[src/rtl/pg_sup_pkg.sv]
package pg_sup_pkg;

   // Classification of one feedback sample against the hysteresis window
   typedef enum logic [1:0] {
      WIN_KEEP  = 2'd0,
      WIN_FAULT = 2'd1,
      WIN_GOOD  = 2'd2
   } win_evt_e;

   // Counter width that can hold the value n
   function automatic int unsigned cnt_w(input int unsigned n);
      return (n < 2) ? 1 : $clog2(n + 1);
   endfunction

endpackage

[src/rtl/pg_hyst_window.sv]
module pg_hyst_window
   import pg_sup_pkg::*;
#(
   parameter int unsigned PCT_W    = 8,
   parameter int unsigned LO_FAULT = 80,
   parameter int unsigned LO_GOOD  = 85,
   parameter int unsigned HI_GOOD  = 120,
   parameter int unsigned HI_FAULT = 125
) (
   input  logic             clk,
   input  logic             rst_n,
   input  logic             active_i,
   input  logic [PCT_W-1:0] fb_i,
   output logic             in_win_o
);
   localparam logic [PCT_W-1:0] LF = PCT_W'(LO_FAULT);
   localparam logic [PCT_W-1:0] LG = PCT_W'(LO_GOOD);
   localparam logic [PCT_W-1:0] HG = PCT_W'(HI_GOOD);
   localparam logic [PCT_W-1:0] HF = PCT_W'(HI_FAULT);

   if (!(LO_FAULT <= LO_GOOD && LO_GOOD < HI_GOOD && HI_GOOD <= HI_FAULT))
      $error("pg_hyst_window: thresholds out of order");
   if (HI_FAULT >= (1 << PCT_W))
      $error("pg_hyst_window: HI_FAULT does not fit PCT_W");

   win_evt_e evt;
   logic     state_q;

   always_comb begin
      if (fb_i < LF || fb_i > HF)      evt = WIN_FAULT;
      else if (fb_i > LG && fb_i < HG) evt = WIN_GOOD;
      else                             evt = WIN_KEEP;
   end

   always_ff @(posedge clk or negedge rst_n) begin
      if (!rst_n)             state_q <= 1'b0;
      else if (!active_i)     state_q <= 1'b0;
      else begin
         unique case (evt)
            WIN_FAULT: state_q <= 1'b0;
            WIN_GOOD:  state_q <= 1'b1;
            default:   state_q <= state_q;
         endcase
      end
   end

   assign in_win_o = state_q;

   a_r2_low_fault: assert property (@(posedge clk) disable iff (!rst_n)
      (fb_i < LF) |=> !in_win_o);
   a_r4_high_fault: assert property (@(posedge clk) disable iff (!rst_n)
      (fb_i > HF) |=> !in_win_o);
   a_r3_band_holds: assert property (@(posedge clk) disable iff (!rst_n)
      (active_i && fb_i >= LF && fb_i <= LG) |=> (in_win_o == $past(in_win_o)));

endmodule

[src/rtl/pg_retrig_timer.sv]
module pg_retrig_timer
   import pg_sup_pkg::*;
#(
   parameter int unsigned LEN = 25000
) (
   input  logic clk,
   input  logic rst_n,
   input  logic clear_i,
   input  logic load_i,
   output logic busy_o
);
   localparam int unsigned CW = cnt_w(LEN);
   localparam logic [CW-1:0] FULL = CW'(LEN);

   if (LEN < 1) $error("pg_retrig_timer: LEN must be at least 1");

   logic [CW-1:0] cnt_q;

   always_ff @(posedge clk or negedge rst_n) begin
      if (!rst_n)              cnt_q <= '0;
      else if (clear_i)        cnt_q <= '0;
      else if (load_i)         cnt_q <= FULL;
      else if (cnt_q != '0)    cnt_q <= cnt_q - 1'b1;
   end

   assign busy_o = (cnt_q != '0);

   a_r9_reload_full: assert property (@(posedge clk) disable iff (!rst_n)
      (load_i && !clear_i) |=> (cnt_q == FULL));
   a_r10_clear_idle: assert property (@(posedge clk) disable iff (!rst_n)
      clear_i |=> !busy_o);
   a_r7_no_wrap: assert property (@(posedge clk) disable iff (!rst_n)
      (!load_i && cnt_q == '0) |=> (cnt_q == '0));

endmodule

[src/rtl/pg_ready_timer.sv]
module pg_ready_timer
   import pg_sup_pkg::*;
#(
   parameter int unsigned LEN = 425000
) (
   input  logic clk,
   input  logic rst_n,
   input  logic en_i,
   output logic ready_o
);
   if (LEN == 0) begin : g_direct
      logic rdy_q;
      always_ff @(posedge clk or negedge rst_n) begin
         if (!rst_n) rdy_q <= 1'b0;
         else        rdy_q <= en_i;
      end
      assign ready_o = rdy_q;
   end else begin : g_count
      localparam int unsigned CW = cnt_w(LEN);
      localparam logic [CW-1:0] DONE = CW'(LEN);
      logic [CW-1:0] cnt_q;
      always_ff @(posedge clk or negedge rst_n) begin
         if (!rst_n)             cnt_q <= '0;
         else if (!en_i)         cnt_q <= '0;
         else if (cnt_q != DONE) cnt_q <= cnt_q + 1'b1;
      end
      assign ready_o = (cnt_q == DONE);
   end

   a_r11_drop_on_disable: assert property (@(posedge clk) disable iff (!rst_n)
      !en_i |=> !ready_o);

endmodule

[src/rtl/pg_window_supervisor.sv]
module pg_window_supervisor
   import pg_sup_pkg::*;
#(
   parameter int unsigned PCT_W     = 8,
   parameter int unsigned LO_FAULT  = 80,
   parameter int unsigned LO_GOOD   = 85,
   parameter int unsigned HI_GOOD   = 120,
   parameter int unsigned HI_FAULT  = 125,
   parameter int unsigned MASK_CYC  = 25000,
   parameter int unsigned READY_CYC = 425000
) (
   input  logic             clk,
   input  logic             rst_n,
   input  logic             en_i,
   input  logic             ss_done_i,
   input  logic             vid_chg_i,
   input  logic [PCT_W-1:0] fb_pct_i,
   output logic             pgood_o,
   output logic             force_ccm_o,
   output logic             ser_ready_o
);
   logic active;
   logic strobe_ok;
   logic in_win;
   logic mask_busy;
   logic hold;
   logic pg_q;

   assign active    = en_i & ss_done_i;
   assign strobe_ok = en_i & vid_chg_i;

   pg_hyst_window #(
      .PCT_W(PCT_W), .LO_FAULT(LO_FAULT), .LO_GOOD(LO_GOOD),
      .HI_GOOD(HI_GOOD), .HI_FAULT(HI_FAULT)
   ) u_win (
      .clk(clk), .rst_n(rst_n), .active_i(active),
      .fb_i(fb_pct_i), .in_win_o(in_win)
   );

   pg_retrig_timer #(.LEN(MASK_CYC)) u_mask (
      .clk(clk), .rst_n(rst_n), .clear_i(!en_i),
      .load_i(strobe_ok), .busy_o(mask_busy)
   );

   pg_ready_timer #(.LEN(READY_CYC)) u_rdy (
      .clk(clk), .rst_n(rst_n), .en_i(en_i), .ready_o(ser_ready_o)
   );

   assign hold = mask_busy | strobe_ok;

   always_ff @(posedge clk or negedge rst_n) begin
      if (!rst_n)       pg_q <= 1'b0;
      else if (!active) pg_q <= 1'b0;
      else if (!hold)   pg_q <= in_win;
   end

   assign pgood_o     = pg_q;
   assign force_ccm_o = mask_busy;

   a_r6_off_forces_low: assert property (@(posedge clk) disable iff (!rst_n)
      !active |=> !pgood_o);
   a_r8_frozen: assert property (@(posedge clk) disable iff (!rst_n)
      (active && hold) |=> (pgood_o == $past(pgood_o)));
   a_r7_ccm_on_strobe: assert property (@(posedge clk) disable iff (!rst_n)
      strobe_ok |=> force_ccm_o);
   a_r12_follow_after_mask: assert property (@(posedge clk) disable iff (!rst_n)
      (active && !hold) |=> (pgood_o == $past(in_win)));

endmodule

[config.mk]
export PLATFORM = sky130hd
export DESIGN_NAME = pg_window_supervisor
export DESIGN_NICKNAME = d
export VERILOG_FILES = /design/src/rtl/pg_sup_pkg.sv /design/src/rtl/pg_hyst_window.sv /design/src/rtl/pg_retrig_timer.sv /design/src/rtl/pg_ready_timer.sv /design/src/rtl/pg_window_supervisor.sv
export SDC_FILE = /design/constraint.sdc
export NUM_CORES = 1
export LEC_CHECK = 0
export BUFFER_PORTS_ARGS = -buffer_cell sky130_fd_sc_hd__clkbuf_2
export CAP_MARGIN = 0
export CORE_MARGIN = 2
export CORE_UTILIZATION = 45
export DETAILED_ROUTE_END_ITERATION = 8
export GPL_ROUTABILITY_DRIVEN = 0
export PLACE_DENSITY_LB_ADDON = 0.3
export SYNTH_ARGS = -nofsm -noshare
export SYNTH_HDL_FRONTEND = slang
export SYNTH_HIERARCHICAL = 1
export SYNTH_SLANG_ARGS = --single-unit
[constraint.sdc]
create_clock -name clk -period 2 [get_ports clk]
set_clock_uncertainty 0.1 [all_clocks]
set_input_delay 0.1 -clock clk [delete_from_list [all_inputs] [get_ports clk]]
set_output_delay 0.1 -clock clk [all_outputs]
set_load 0.005 [all_outputs]
## After elaboration in Yosys (flattened, before gate mapping)

Cells that the tools add are included.

| storage, ports and cells | value |
|---|---|
| flip-flop bits (word level) | 36 |
| output and inout port bits | 3 |

| cells by class | value |
|---|---|
| $add $sub $neg | 2 |
| $lt $le $gt $ge | 4 |
| equality and inequality tests | 8 |
| mux-type cells | 11 |
| bitwise logic cells | 3 |
| reduce and logical (&&, ||, !) cells | 3 |

Operators with widths:

| kind | number |
|---|---|
| 15-bit two-way mux | 3 |
| 19-bit two-way mux | 2 |
| 19-bit by 1-bit adder with 19-bit output, second input constant | 1 |
| 19-bit equality test, second input constant | 1 |
| 19-bit != test, second input constant | 1 |
| 8-bit by 7-bit > comparator with 1-bit output, second input constant | 2 |
| 8-bit by 7-bit less-than comparator with 1-bit output, second input constant | 2 |
| 15-bit nonzero test | 1 |
| 15-bit by 1-bit subtractor with 15-bit output, second input constant | 1 |
| 2-bit two-way mux | 2 |
| 1-bit two-way mux | 3 |
| 3-bit by 1-bit != test with 1-bit output, second input constant | 1 |
| 3-bit != test, second input constant | 1 |
| 1-bit bitwise AND | 2 |
| 2-bit by 1-bit equality test with 1-bit output, second input constant | 1 |
| 2-bit equality test, second input constant | 1 |
| 2-bit by 1-bit != test with 1-bit output, second input constant | 1 |
| 2-bit != test, second input constant | 1 |
| 1-bit one-hot mux with 2 select lines | 1 |
| 1-bit logical AND | 1 |
| 1-bit logical OR | 1 |
| 1-bit bitwise OR | 1 |

## Longest topological paths before layout

Gate-level depths: netlist of the first run.

| logic depth | value |
|---|---|
| depth after elaboration | 7 |
| mapped depth | 7 |

## By module

The synthesis of the first run kept the hierarchy.

Modules (own cells, without submodules):

| module | times used | cells an instance | area an instance (sq um) | sequential area each (sq um) |
|---|---|---|---|---|
| pg_ready_timer | 1 | 114 | 1041.0 | 475.5 |
| pg_retrig_timer | 1 | 88 | 877.1 | 375.4 |
| pg_hyst_window | 1 | 8 | 65.1 | 25.0 |
| pg_window_supervisor | 1 | 7 | 63.8 | 25.0 |

## Least setup slack after synthesis of the first run

OpenSTA, ideal clock, no wires.

| timing path | value |
|---|---|
| path kind | register -> register |
| start point | reg u_mask.cnt_q[0] |
| end point | reg pg_q (netlist: pgood_o) |
| library setup time | 0.078 ns |
| arrival | 1.915 ns |
| data required time | 1.822 ns |
| slack | -0.093 ns |
| stages on the path, launching flop included | 8 |
| path buffers | 0 |
| period minus slack after synthesis | 2.093 ns |
| path through | dfrtp_1 inv_1 ha_1 nor3b_2 nand3_4 or3_4 or3b_1 a21boi_1 |

| between the ends | value |
|---|---|
| cells in the longest elaborated chain, start to end | 3 |

Ends and longest elaborated chain:

| what | RTL line | text |
|---|---|---|
| start, declared | pg_retrig_timer.sv:17 | `logic [CW-1:0] cnt_q;` |
| start signal, assigned | pg_retrig_timer.sv:23 | `else if (cnt_q != '0) cnt_q <= cnt_q - 1'b1;` |
| 15-bit nonzero test | pg_retrig_timer.sv:26 | `assign busy_o = (cnt_q != '0);` |
| net force_ccm_o | pg_window_supervisor.sv:19 | `output logic force_ccm_o,` |
| 1-bit bitwise OR | pg_window_supervisor.sv:49 | `assign hold = mask_busy \| strobe_ok;` |
| 2-bit != test (no source line) | - |  |
| end signal, assigned | pg_window_supervisor.sv:54 | `else if (!hold) pg_q <= in_win;` |
| end, declared | pg_window_supervisor.sv:27 | `logic pg_q;` |

The timed path passes the listed nets, and every way through them passes these cells.
A chain may end at the register's enable or synchronous reset.

## Final worst setup path of the first run

| timing path | value |
|---|---|
| start point | reg u_mask.cnt_q[12] |
| end point | out force_ccm_o |

| between the ends | value |
|---|---|
| cells in the longest elaborated chain, start to end | 1 |

Ends and longest elaborated chain:

| what | RTL line |
|---|---|
| 15-bit nonzero test | pg_retrig_timer.sv:26 |
| end, declared | pg_window_supervisor.sv:19 |

Every way passes these cells.

==> flow_summary.json, run 1 <==
{
  "critPathCaptureType": "primary output",
  "antenna_found_initial": 0,
  "cts_buffers": 5,
  "synth_fp_nets": 233,
  "vdd_ir_drop_max_uv": 599.7,
  "tightest_slew_ns": 0.4857,
  "synth_area_leaders": "dfrtp_1, nor2_1, xnor2_1, a21oi_1, nand3_1",
  "synth_cell_type_count": 46,
  "path_class": "reg2out",
  "htreeDepth": 2,
  "yosysMostFrequentCell": "dfrtp_1",
  "areaGrowthSynthToFinish_pct": 23.53,
  "drc": 0,
  "die_w_um": 71.45,
  "setup.worst_path.start_class": "flop",
  "powerDensity_mw_per_mm2": 1028,
  "arrival_ns": 1.81,
  "initial_utilization_pct": 47.01,
  "die-area_mm2": 0.005104,
  "synth_edf_count": 0,
  "layout.nets": 275,
  "synthArstFlopShare_pct": 100.0,
  "grt_overflow_total": 0,
  "path_buf_inv": 2,
  "seq_area_frac_synth_pct": 44.01,
  "synth.yosys.warnings": 6,
  "cap_violations": 0,
  "drt-total-wl_mm": 4.478,
  "hpwlAfterDp_mm": 3.229,
  "clock-sinks": 36,
  "path_delay_family": "simple AND/OR/NAND/NOR gates",
  "violations": "negative setup slack",
  "firstDrtPassIters": 4,
  "max_freq_mhz": 498.3,
  "grt_pass1_vias": 1665,
  "synth_top_area_share_pct": 44.01,
  "vias_per_cell": 5.567,
  "p_leak_nw": 1.051,
  "initialDrtViolationCount": 144,
  "ys.flop_type": "dfrtp_1",
  "setup_viol": 1,
  "required_ns": 1.80,
  "crit_path_max_incr_delay_ns": 0.53,
  "status": "finished with violations",
  "grt_pass1_wl_mm": 7.514,
  "via_count": 1737,
  "antenna_cells": 0,
  "max-slew-margin-rel_pct": 67.58,
  "fin_crit_sh_pct": 100.3,
  "grt_max_degree": 16,
  "fillers": 375,
  "synth_top_area_cell": "dfrtp_1",
  "cts_buffer_depth": 2,
  "die_h_um": 71.45,
  "netlist_area_mm2": 0.002047,
  "drive_gt1_share_pct": 24.62,
  "wl_per_cell_um": 14.35,
  "crit_path_cell_trace": "or4_4 > or3_4 > buf_6 > clkbuf_2",
  "worst_hold_path_type": "in2reg",
  "postSynthCellCount": 217,
  "cts_tree": "built",
  "core-area_mm2": 0.004354,
  "ys_ff_latch": 36,
  "worst_slack_ns": -0.006860,
  "syn_area_per_cell_um2": 9.433,
  "finalHoldViolations": 0,
  "cp_slowest_cell": "or4_4",
  "io_buffers": 14,
  "tns_ns": -0.006860,
  "dp_slack_ns": 0.01137,
  "root_buffer": "clkbuf_8",
  "row_count": 24,
  "final_core_util_pct": 58.07,
  "clkSlewWorstSetupHoldPaths_ns": 0.07,
  "synth_common_cells": "dfrtp_1, nor2_1, a21oi_1, inv_1",
  "grt_util_all_layers_pct": 18.76,
  "clk_latency_ns": 0.29,
  "fin_crit_ns": 2.007,
  "rsz0062_at_grt": "true",
  "drtAntennaViolNets": 0,
  "drv_slew": 0,
  "io_pins": 16,
  "worst-path-max-fanout": 3
}
power breakdown:
part | internal, mW | switching (mW)
combinational | 0.540 | 0.477
sequential | 0.827 | 0.127
clock | 0.370 | 0.259
metal layers:
| layer | routed length, um | share of wire [%] | global-route usage (%) | vias up |
|---|---|---|---|---|
| met3 | 179 | 4.0 | 3.376 | 9 |
| met2 | 2262 | 51 | 31.79 | 35 |
| met4 | 76 | 1.7 | 8.176 | 0 |
| li1 | - | - | - | 874 |
| met5 | 0 | 0 | 0 | - |
| met1 | 1960 | 44 | 23.44 | 819 |
cell type report:
cell class | count | area, um^2 | share of cell area, %
multi-input combinational | 161 | 1106 | 43.74
sequential | 36 | 900.9 | 35.63
timing repair buffer | 41 | 296.5 | 11.73
clock buffer | 6 | 72.57 | 2.870
tap | 52 | 65.06 | 2.573
inverter | 14 | 52.55 | 2.078
clock inverter | 2 | 35.03 | 1.385
sequential cells by signal, indices dropped and copies added (netlist names):
signal,cells
u_rdy/g_count.cnt_q,19
u_mask/cnt_q,15
pgood_o,1
u_win/in_win_o,1
placed cells by master, fill, tap and decap left out, types with 2 or more instances in the layout:
cell	count
nor4_1	5
o21ai_0	6
clkbuf_8	5
clkbuf_2	14
nand4_1	3
dlygate4sd3_1	3
ha_1	2
buf_4	22
inv_1	12
xor2_1	4
nand3b_1	2
nand3_1	13
o31ai_1	8
nand2b_1	6
nor2_1	21
or3_4	2
dfrtp_1	36
a21oi_1	14
or3_1	2
a211oi_1	5
or4_1	6
nand2_1	13
nor3_1	9
xnor2_1	9
inv_2	2
mux2i_1	4
or4_4	2
cells by family after synthesis:
| logic type | share of synthesized area [%] |
|---|---|
| flip-flops | 44.01 |
| AO/OA/AOI/OAI | 13.14 |
| multiplexers | 1.956 |
| adder cells (fa/ha/maj) | 1.834 |
| XOR/XNOR | 5.562 |
| AND/OR/NAND/NOR | 29.04 |
| buffers and inverters | 4.462 |
path summary, 6_finish.rpt:
check / from / to / slack (ns) / cells after the start
worst max-delay path: u_mask/cnt_q[12] / force_ccm_o / -0.007 / 4
worst min-delay path: vid_chg_i / pgood_o / 0.008 / 3
worst max register to register: u_mask/cnt_q[12] / pgood_o / 0.04 / 4
worst min register to register: u_rdy/g_count.cnt_q[18] / u_rdy/g_count.cnt_q[18] / 0.46 / 3
max in group asynchronous: rst_n / u_rdy/g_count.cnt_q[7] / 1.16 / 3
min in group asynchronous: rst_n / u_mask/cnt_q[4] / 0.13 / 2
worst min-delay path, cell delays in order:
cell and delay, ns:
clkbuf_2 0.10, or3b_1 0.10, a21boi_1 0.05
timing repair:
action,4_1_cts,5_1_grt
pin swaps,0,1
gates cloned,0,0
gates resized for setup,3,7
hold endpoints to repair,37,0
buffers inserted,2,0
setup endpoints to repair,3,5
hold buffers,3,0
through the flow:
step	hold WS [ns]	power, mW	instance area [um^2]	std cells
floorplan	-0.2956	1.514	2056	217
global placement	-0.07064	1.873	2330	299
detailed placement	-0.07972	1.891	2330	299
CTS	0.0004406	2.587	2502	312
global route	0.03682	2.762	2529	312
finish	0.007524	2.599	2529	312
(Power assumes the default switching activity.)
==> run 2, diff against run 1 <==
--- a/config.mk
+++ b/config.mk
@@ -7,8 +7,9 @@
 export LEC_CHECK = 0
 export BUFFER_PORTS_ARGS = -buffer_cell sky130_fd_sc_hd__clkbuf_2
 export CAP_MARGIN = 0
+export CORE_ASPECT_RATIO = 1.1
 export CORE_MARGIN = 2
-export CORE_UTILIZATION = 45
+export CORE_UTILIZATION = 40
 export DETAILED_ROUTE_END_ITERATION = 8
 export GPL_ROUTABILITY_DRIVEN = 0
 export PLACE_DENSITY_LB_ADDON = 0.3
==> flow_summary.json, run 2 (same netlist as run 1, synthesis figures left out) <==
{
  "status": "complete, no violations",
  "timing.rr.start": "u_mask/cnt_q[12]",
  "drc": 0,
  "path_class": "reg2reg",
  "power_switching_uw": 822.4,
  "drtAntennaViolNets": 0,
  "areaGrowthSynthToFinish_pct": 21.33,
  "cap_violations": 0,
  "internal_power_mw": 1.558,
  "arrival_ns": 2.09,
  "io_pins": 16,
  "grt_overflow_total": 0,
  "final_core_util_pct": 50.01,
  "tightest_slew_ns": 0.4655,
  "max_freq_mhz": 504.8,
  "fin_crit_sh_pct": 99.06,
  "setup.worst_path.start_class": "flop",
  "cts_buffers": 5,
  "power_mw": 2.380,
  "firstDrtPassIters": 4,
  "wl_per_cell_um": 13.49,
  "root_buffer": "clkbuf_8",
  "via_count": 1740,
  "whs_ns": 0.001439,
  "dp_slack_ns": -0.03036,
  "vias_per_cell": 5.472,
  "grt_util_all_layers_pct": 16.88,
  "regMostFlops": "u_rdy/g_count.cnt_q",
  "die_w_um": 72.21,
  "largest_reg_flops": 19,
  "layout_commonest_cell": "dfrtp_1",
  "worstHoldStart": "vid_chg_i",
  "p_leak_nw": 1.037,
  "die-area_mm2": 0.005706,
  "io_buffers": 14,
  "pwr-share-comb_pct": 40.5,
  "tns_ns": 0,
  "max-slew-margin-rel_pct": 68.53,
  "initialDrtViolationCount": 82,
  "power_frac_seq_pct": 39.4,
  "finalHoldViolations": 0,
  "crit_start": "u_mask/cnt_q[12]",
  "place_area_mm2": 0.002325,
  "critPathCaptureType": "flop",
  "die_h_um": 79.03,
  "worst_slack_ns": 0.01888,
  "drt-total-wl_mm": 4.289,
  "clkSlewWorstSetupHoldPaths_ns": 0.07,
  "clk_latency_ns": 0.28,
  "fin_crit_ns": 1.981,
  "fin_cells": 318,
  "swShare_pct": 34.55,
  "drive_gt1_share_pct": 23.46,
  "vdd_ir_drop_max_uv": 466.0,
  "setup_viol": 0,
  "powerDensity_mw_per_mm2": 958.4,
  "cts_buffer_depth": 2,
  "rsz0062_at_grt": "true",
  "p_clk_share_pct": 20.0,
  "initial_utilization_pct": 41.22,
  "antenna_found_initial": 0,
  "worst-path-max-fanout": 4,
  "clock-sinks": 36,
  "top_layer": "met4",
  "grt_pass1_vias": 1703,
  "grt_max_degree": 20,
  "htreeDepth": 2,
  "final_cell_mix": "dfrtp_1, buf_4, nor2_1",
  "core-area_mm2": 0.004966,
  "worst_hold_path_type": "in2reg",
  "grt_pass1_wl_mm": 7.617,
  "placed_cells": 305,
  "antenna_cells": 0,
  "drv_slew": 0,
  "final_cell_area_mm2": 0.002484,
  "layout.nets": 276,
  "required_ns": 2.11,
  "row_count": 27,
  "m1WireLength_mm": 1.949,
  "cts_tree": "built",
  "met2_length_mm": 2.154,
  "wl_met3_um": 141,
  "hpwlAfterDp_mm": 3.227,
  "largestRegisters": "u_rdy/g_count.cnt_q x19, u_mask/cnt_q x15"
}
==> run 2: changes by cell type in the layout (fill, tap and decap cells not counted) <==
cell	delta
buf_4	+3
a21oi_1	+1
a21oi_2	-1
and4_1	+1
and4_2	-1
buf_12	-1
buf_2	+1
buf_6	-1
bufinv_16	-1
clkbuf_2	-1
inv_1	+1
inv_2	-1
nor4bb_2	+1
nor4bb_4	-1
==> run 2: final timing paths <==
kind	endpoint	slack (ns)	cells after the start
setup / recovery	pgood_o	0.02	4
hold / removal	pgood_o	0.001	3
setup reg to reg	pgood_o	0.02	4
hold reg to reg	pgood_o	0.45	2
max in group asynchronous	u_rdy/g_count.cnt_q[0]	1.06	3
min in group asynchronous	u_mask/cnt_q[4]	0.21	2
==> run 2: power by group through the flow <==
| stage | clock network (mW) | logic, mW | registers (mW) |
|---|---|---|---|
| 6_report | 0.476 | 0.965 | 0.939 |
| 5_1_grt | 0.528 | 1.08 | 0.955 |
| 4_1_cts | 0.493 | 0.934 | 0.939 |
| 3_5_place_dp | 0 | 0.887 | 0.953 |
| 3_3_place_gp | 0 | 0.880 | 0.948 |
| 2_1_floorplan | 0 | 0.560 | 0.954 |
==> run 2: cell type report <==
class / instances / area [um^2]
Clock buffer: 6 / 72.57
Clock inverter: 1 / 5.005
Fill cell: 464 / 2482
Inverter: 14 / 52.55
Multi-Input combinational cell: 161 / 1092
Sequential cell: 36 / 900.9
Tap cell: 58 / 72.57
Timing Repair Buffer: 42 / 287.8
==> run 2: routing by layer <==
layer,vias to the layer above,track usage (%)
met5,-,0
met4,0,4.528
met3,6,3.553
met2,28,29.36
met1,831,21.02
li1,875,-
==> run 2: repair_timing <==
| action | CTS | global route |
|---|---|---|
| hold endpoints to repair | 18 | 0 |
| endpoints found under the setup margin | 3 | 5 |
| hold buffers | 3 | 0 |
| resized for setup | 2 | 4 |
| pin swaps | 0 | 1 |
| buffers inserted | 1 | 2 |
==> run 2: worst max-delay path: stages, from the launching register on <==
cell	delay (ns)
dfrtp_1	0.39
or4_4	0.55
or3_4	0.40
or3b_1	0.36
a21boi_1	0.12
